## config.mk

```make
export PLATFORM = sky130hd
export DESIGN_NAME = irm_overflow_mgr
export DESIGN_NICKNAME = d
export VERILOG_FILES = /design/src/rtl/irm_pkg.sv /design/src/rtl/irm_size_bin.sv /design/src/rtl/irm_decide.sv /design/src/rtl/irm_overflow_mgr.sv
export SDC_FILE = /design/constraint.sdc
export NUM_CORES = 1
export LEC_CHECK = 0
export BUFFER_PORTS_ARGS = -buffer_cell sky130_fd_sc_hd__buf_2
export CELL_PAD_IN_SITES_DETAIL_PLACEMENT = 2
export CELL_PAD_IN_SITES_GLOBAL_PLACEMENT = 2
export CORE_MARGIN = 2
export CORE_UTILIZATION = 28
export DETAILED_ROUTE_END_ITERATION = 7
export PLACE_DENSITY = 0.89
export SYNTH_ARGS = -nofsm -noshare
export SYNTH_HDL_FRONTEND = slang
export SYNTH_HIERARCHICAL = 1
export SYNTH_SLANG_ARGS = --single-unit
```

## constraint.sdc

```tcl
create_clock -name clk -period 0.8 [get_ports clk]
set_input_delay 0.08 -clock clk [delete_from_list [all_inputs] [get_ports clk]]
set_output_delay 0.08 -clock clk [all_outputs]
set_load 0.005 [all_outputs]
```

## src/rtl/irm_pkg.sv

```systemverilog
package irm_pkg;

  typedef enum logic [1:0] {
    BIN_0B  = 2'd0,
    BIN_8B  = 2'd1,
    BIN_32B = 2'd2,
    BIN_64B = 2'd3
  } bin_e;

  typedef enum logic [1:0] {
    ACT_INPLACE = 2'b00,
    ACT_ROOM    = 2'b01,
    ACT_GROW    = 2'b10,
    ACT_REPACK  = 2'b11
  } act_e;

  // smallest bin that holds a byte count
  function automatic bin_e size_to_bin(input logic [6:0] nbytes);
    if (nbytes == 7'd0)       return BIN_0B;
    else if (nbytes <= 7'd8)  return BIN_8B;
    else if (nbytes <= 7'd32) return BIN_32B;
    else                      return BIN_64B;
  endfunction

endpackage

```

## src/rtl/irm_size_bin.sv

```systemverilog
module irm_size_bin
  import irm_pkg::*;
#(
  parameter int BYTE_W = 7
) (
  input  logic [BYTE_W-1:0] nbytes_i,
  output bin_e              bin_o
);
  logic [6:0] clamped;

  generate
    if (BYTE_W > 7) begin : g_wide
      assign clamped = (nbytes_i > BYTE_W'(127)) ? 7'd127 : nbytes_i[6:0];
    end else begin : g_narrow
      assign clamped = 7'(nbytes_i);
    end
  endgenerate

  assign bin_o = size_to_bin(clamped);
endmodule

```

## src/rtl/irm_decide.sv

```systemverilog
module irm_decide
  import irm_pkg::*;
#(
  parameter int MAX_CHUNKS  = 8,
  parameter int MAX_INFL    = 17,
  parameter int CHUNK_BYTES = 512,
  parameter int SLOT_BYTES  = 64,
  parameter int CHUNK_W     = $clog2(MAX_CHUNKS + 1),
  parameter int INFL_W      = $clog2(MAX_INFL + 1),
  parameter int ROOM_W      = $clog2(MAX_CHUNKS * CHUNK_BYTES + 1)
) (
  input  bin_e                cur_bin_i,
  input  bin_e                new_bin_i,
  input  logic [CHUNK_W-1:0]  chunks_i,
  input  logic [INFL_W-1:0]   infl_i,
  input  logic [ROOM_W-1:0]   room_i,
  output act_e                act_o,
  output logic                ovf_o,
  output logic                udf_o,
  output logic [CHUNK_W-1:0]  chunks_o,
  output logic [INFL_W-1:0]   infl_o,
  output logic [ROOM_W-1:0]   room_o
);
  localparam logic [ROOM_W-1:0]  SLOT     = ROOM_W'(SLOT_BYTES);
  localparam logic [ROOM_W-1:0]  GROW_ADD = ROOM_W'(CHUNK_BYTES - SLOT_BYTES);
  localparam logic [CHUNK_W-1:0] CH_CAP   = CHUNK_W'(MAX_CHUNKS);
  localparam logic [INFL_W-1:0]  IN_CAP   = INFL_W'(MAX_INFL);

  logic ptr_free, room_ok, grow_ok;

  assign ovf_o    = new_bin_i > cur_bin_i;
  assign udf_o    = new_bin_i < cur_bin_i;
  assign ptr_free = infl_i < IN_CAP;
  assign room_ok  = ptr_free && (room_i >= SLOT);
  assign grow_ok  = ptr_free && (chunks_i < CH_CAP);

  always_comb begin
    act_o    = ACT_INPLACE;
    chunks_o = chunks_i;
    infl_o   = infl_i;
    room_o   = room_i;
    if (ovf_o) begin
      if (room_ok) begin
        act_o  = ACT_ROOM;
        infl_o = infl_i + INFL_W'(1);
        room_o = room_i - SLOT;
      end else if (grow_ok) begin
        act_o    = ACT_GROW;
        chunks_o = chunks_i + CHUNK_W'(1);
        infl_o   = infl_i + INFL_W'(1);
        room_o   = room_i + GROW_ADD;
      end else begin
        act_o = ACT_REPACK;
      end
    end
  end
endmodule

```

## src/rtl/irm_overflow_mgr.sv

```systemverilog
module irm_overflow_mgr
  import irm_pkg::*;
#(
  parameter int LINES       = 64,
  parameter int BYTE_W      = 7,
  parameter int MAX_CHUNKS  = 8,
  parameter int MAX_INFL    = 17,
  parameter int CHUNK_BYTES = 512,
  parameter int SLOT_BYTES  = 64,
  parameter int LINE_W      = $clog2(LINES),
  parameter int BINS_W      = 2 * LINES,
  parameter int CHUNK_W     = $clog2(MAX_CHUNKS + 1),
  parameter int INFL_W      = $clog2(MAX_INFL + 1),
  parameter int ROOM_W      = $clog2(MAX_CHUNKS * CHUNK_BYTES + 1)
) (
  input  logic               clk,
  input  logic               rst_n,
  input  logic               req_valid_i,
  input  logic [LINE_W-1:0]  req_line_i,
  input  logic [BYTE_W-1:0]  req_bytes_i,
  input  logic [BINS_W-1:0]  meta_bins_i,
  input  logic [CHUNK_W-1:0] meta_chunks_i,
  input  logic [INFL_W-1:0]  meta_infl_i,
  input  logic [ROOM_W-1:0]  meta_room_i,
  output logic               rsp_valid_o,
  output logic [1:0]         rsp_action_o,
  output logic               rsp_repack_cand_o,
  output logic [BINS_W-1:0]  meta_bins_o,
  output logic [CHUNK_W-1:0] meta_chunks_o,
  output logic [INFL_W-1:0]  meta_infl_o,
  output logic [ROOM_W-1:0]  meta_room_o
);
  localparam logic [ROOM_W-1:0]  SLOT   = ROOM_W'(SLOT_BYTES);
  localparam logic [CHUNK_W-1:0] CH_CAP = CHUNK_W'(MAX_CHUNKS);

  // named internal events
  bin_e               cur_bin, new_bin;
  act_e               dec_act;
  logic               dec_ovf, dec_udf, write_bin;
  logic [CHUNK_W-1:0] nxt_chunks;
  logic [INFL_W-1:0]  nxt_infl;
  logic [ROOM_W-1:0]  nxt_room;
  logic [BINS_W-1:0]  nxt_bins;

  assign cur_bin   = bin_e'(meta_bins_i[2*req_line_i +: 2]);
  assign write_bin = dec_act != ACT_REPACK;

  irm_size_bin #(.BYTE_W(BYTE_W)) u_bin (
    .nbytes_i (req_bytes_i),
    .bin_o    (new_bin)
  );

  irm_decide #(
    .MAX_CHUNKS (MAX_CHUNKS), .MAX_INFL (MAX_INFL),
    .CHUNK_BYTES(CHUNK_BYTES), .SLOT_BYTES(SLOT_BYTES),
    .CHUNK_W(CHUNK_W), .INFL_W(INFL_W), .ROOM_W(ROOM_W)
  ) u_dec (
    .cur_bin_i (cur_bin),
    .new_bin_i (new_bin),
    .chunks_i  (meta_chunks_i),
    .infl_i    (meta_infl_i),
    .room_i    (meta_room_i),
    .act_o     (dec_act),
    .ovf_o     (dec_ovf),
    .udf_o     (dec_udf),
    .chunks_o  (nxt_chunks),
    .infl_o    (nxt_infl),
    .room_o    (nxt_room)
  );

  for (genvar g = 0; g < LINES; g++) begin : g_line
    assign nxt_bins[2*g +: 2] =
      (write_bin && (req_line_i == LINE_W'(g))) ? new_bin : meta_bins_i[2*g +: 2];
  end

  always_ff @(posedge clk or negedge rst_n) begin
    if (!rst_n) begin
      rsp_valid_o       <= 1'b0;
      rsp_action_o      <= 2'b00;
      rsp_repack_cand_o <= 1'b0;
      meta_bins_o       <= '0;
      meta_chunks_o     <= '0;
      meta_infl_o       <= '0;
      meta_room_o       <= '0;
    end else begin
      rsp_valid_o <= req_valid_i;
      if (req_valid_i) begin
        rsp_action_o      <= dec_act;
        rsp_repack_cand_o <= dec_udf;
        meta_bins_o       <= nxt_bins;
        meta_chunks_o     <= nxt_chunks;
        meta_infl_o       <= nxt_infl;
        meta_room_o       <= nxt_room;
      end
    end
  end

  // assertions
  a_r2_exclusive: assert property (@(posedge clk) disable iff (!rst_n)
    req_valid_i |-> $onehot0({dec_ovf, dec_udf}));

  a_r3_code_needs_overflow: assert property (@(posedge clk) disable iff (!rst_n)
    (req_valid_i && dec_act != ACT_INPLACE) |-> dec_ovf);

  a_r4_room_step: assert property (@(posedge clk) disable iff (!rst_n)
    (req_valid_i && !rst_n == 1'b0) |=>
      (rsp_action_o != 2'b01 || meta_room_o == $past(meta_room_i) - SLOT));

  a_r5_grow_cap: assert property (@(posedge clk) disable iff (!rst_n)
    (req_valid_i && dec_act == ACT_GROW) |-> (meta_chunks_i < CH_CAP));

  a_r6_repack_hold: assert property (@(posedge clk) disable iff (!rst_n)
    (req_valid_i && dec_act == ACT_REPACK) |=> (meta_bins_o == $past(meta_bins_i)));

  a_r9_one_cycle: assert property (@(posedge clk) disable iff (!rst_n)
    req_valid_i |=> rsp_valid_o);

  a_r9_hold: assert property (@(posedge clk) disable iff (!rst_n)
    !req_valid_i |=> ($stable(rsp_action_o) && $stable(meta_bins_o) && !rsp_valid_o));
endmodule

```

==> results.txt <==
ANT nets after route -> 0
Slew Viols, Final -> 0
Tot Pwr -> 26.8 mW
# IOs -> 320
Power Density -> 1680 mW/mm^2
status -> finished, violations left
slew margin rel. -> 36.3%
total overflow reported by the global router -> 0
Die H -> 185 microns
core area -> 0.0323 sq mm
crit path capture type -> flop
# rows -> 66
worst slew pin tran -> 0.955 ns
worst hold path class -> in -> reg
1st-pass router iterations -> 5
Mapped Cells -> 869
final estimated routing congestion in global placement -> 0.834
initial antenna violation count -> 8
routed via count -> 10800
die area -> 0.0340 sq mm
WL final -> 61200 microns
IO buf count -> 319
Critical Path AT -> 3.91 ns
placed cells -> 1708
failing checks -> negative hold slack, negative setup slack
Setup Skew -> 0 ns
global-route usage over all layers -> 32.1%
Hold Startpoint -> meta_bins_i[39]
# setup viols final -> 304
share of layout cells above drive strength 1 -> 57.4%
fin nets -> 1669
Worst setup startpoint -> req_line_i[0]
Yosys Warn Count -> 6
clk buf depth -> 2
# fillers -> 3242
largest net degree at the start of global routing -> 65
Iter 0 DRT Violations -> 562
Fin. Hold Viols -> 6
Area Growth Syn to Fin -> 74.5%
Reg clk slew, reported paths -> 0.07 ns
root buf cell -> clkbuf_16
WS Path Type -> in -> reg
final worst path period need -> 3.62 ns
CTS sink cnt -> 154
final instance area -> 0.0159 sq mm
cell area after placement -> 0.0126 sq mm
PnR worst setup slack -> -2.82 ns
Worst R2R Path Depth -> 3
WHS -> -0.0174 ns
Starting Density -> 28.3%
total clock buffers created by CTS -> 17
TritonCTS clock tree -> done
fin cells -> 1954
clk_lat worst skew -> 0.45 ns
hpwl dp -> 35200 microns
Mapped Area -> 0.00912 sq mm
drt drc -> 0
fin crit share -> 452%
Synthesized Nets -> 1041
DR WL/cell -> 31.3 microns
Pleak -> 7.42 nW
reg2reg start -> rsp_action_o[0]
vias in the first global route -> 11600
max_cap viols -> 0
H-tree levels -> 4
Via density -> 5.52
Synth Area per Inst -> 10.5 sq um
critical path launch point type -> primary input
Worst IR Drop VDD -> 1670 uV
RSZ-0062 raised after global routing -> yes
chip width -> 185 microns
CP Max Fanout -> 12
first-pass GRT wire length -> 79000 microns
Fmax -> 0.276 GHz
Layout Utilization -> 49.3%
worst hold stages -> 3
CP required -> 1.09 ns
worst slack at placement -> -3.19 ns
## final timing paths
path	to	slack [ns]
worst min register to register	meta_room_o[0]	0.51
worst max register to register	rsp_action_o[0]	-0.32
max in group asynchronous	meta_bins_o[115]	0.20
worst max-delay path	meta_bins_o[80]	-2.82
min in group asynchronous	meta_bins_o[61]	0.07
worst min-delay path	meta_bins_o[39]	-0.02
## timing repair
| item | 4_1_cts | 5_1_grt |
|---|---|---|
| gates resized for setup | 113 | 82 |
| hold endpoints to repair | 215 | 0 |
| cloned | 3 | 0 |
| pin swaps | 57 | 56 |
| setup buffers | 73 | 75 |
| endpoints found under the setup margin | 302 | 305 |
| hold buffers | 62 | 0 |
## flip-flops by register name, summed over array words and instances, names as in the netlist
signal / count
meta_bins_o: 128
meta_room_o: 13
meta_infl_o: 5
meta_chunks_o: 4
rsp_action_o: 2
rsp_repack_cand_o: 1
rsp_valid_o: 1
## worst max-delay path, stage by stage
cell	delay, ns
buf_12	0.09
buf_16	0.16
buf_4	0.13
mux4_1	0.57
a22oi_1	0.28
a211oi_1	0.14
or4_4	0.45
inv_4	0.09
ha_4	0.21
nor2b_4	0.14
o21ai_4	0.24
a31oi_4	0.12
a21bo_4	0.32
nor3b_2	0.20
buf_4	0.19
mux2i_1	0.31
a21oi_1	0.20
## stage by stage
step | hold slack [ns] | TNS, ns
2_1_floorplan | -0.216 | -349.36
3_3_place_gp | -0.0611 | -418.49
3_5_place_dp | -0.0647 | -436.85
4_1_cts | 0.000278 | -385.07
5_1_grt | 0.00637 | -425.19
6_report | -0.0174 | -419.18
## where the power goes
group,switching [mW],internal (mW)
Combinational,4.51,4.47
Clock,3.92,4.65
Sequential,0.680,8.58
## area by class of cell
type / count / area [sq um] / share of cell area, %
Timing Repair Buffer: 692 / 5140 / 32.3
Multi-Input combinational cell: 623 / 5760 / 36.2
Antenna cell: 4 / 10.0 / 0.0629
Clock buffer: 19 / 443 / 2.78
Clock inverter: 11 / 125 / 0.786
Tap cell: 442 / 553 / 3.47
Sequential cell: 154 / 3850 / 24.2
Inverter: 9 / 36.3 / 0.228
## cell usage in the layout, fill, tap and decap left out, drive strengths merged, types with 15 or more instances in the layout
cell,count
mux2,27
nand3,34
nor2,136
clkbuf,20
mux4,32
dlygate4sd3,62
a21oi,138
a22oi,16
mux2i,129
buf,629
nand2,15
dfrtp,154
## metal layers
layer / global-route usage [%] / routed length (microns) / vias to the layer above
met2: 57.8 / 31400 / 583
met4: 17.6 / 3730 / 10
met1: 35.3 / 22200 / 5559
li1: - / - / 4405
met3: 6.44 / 3830 / 225
met5: 0 / 66 / -
(Power assumes the default switching activity.)
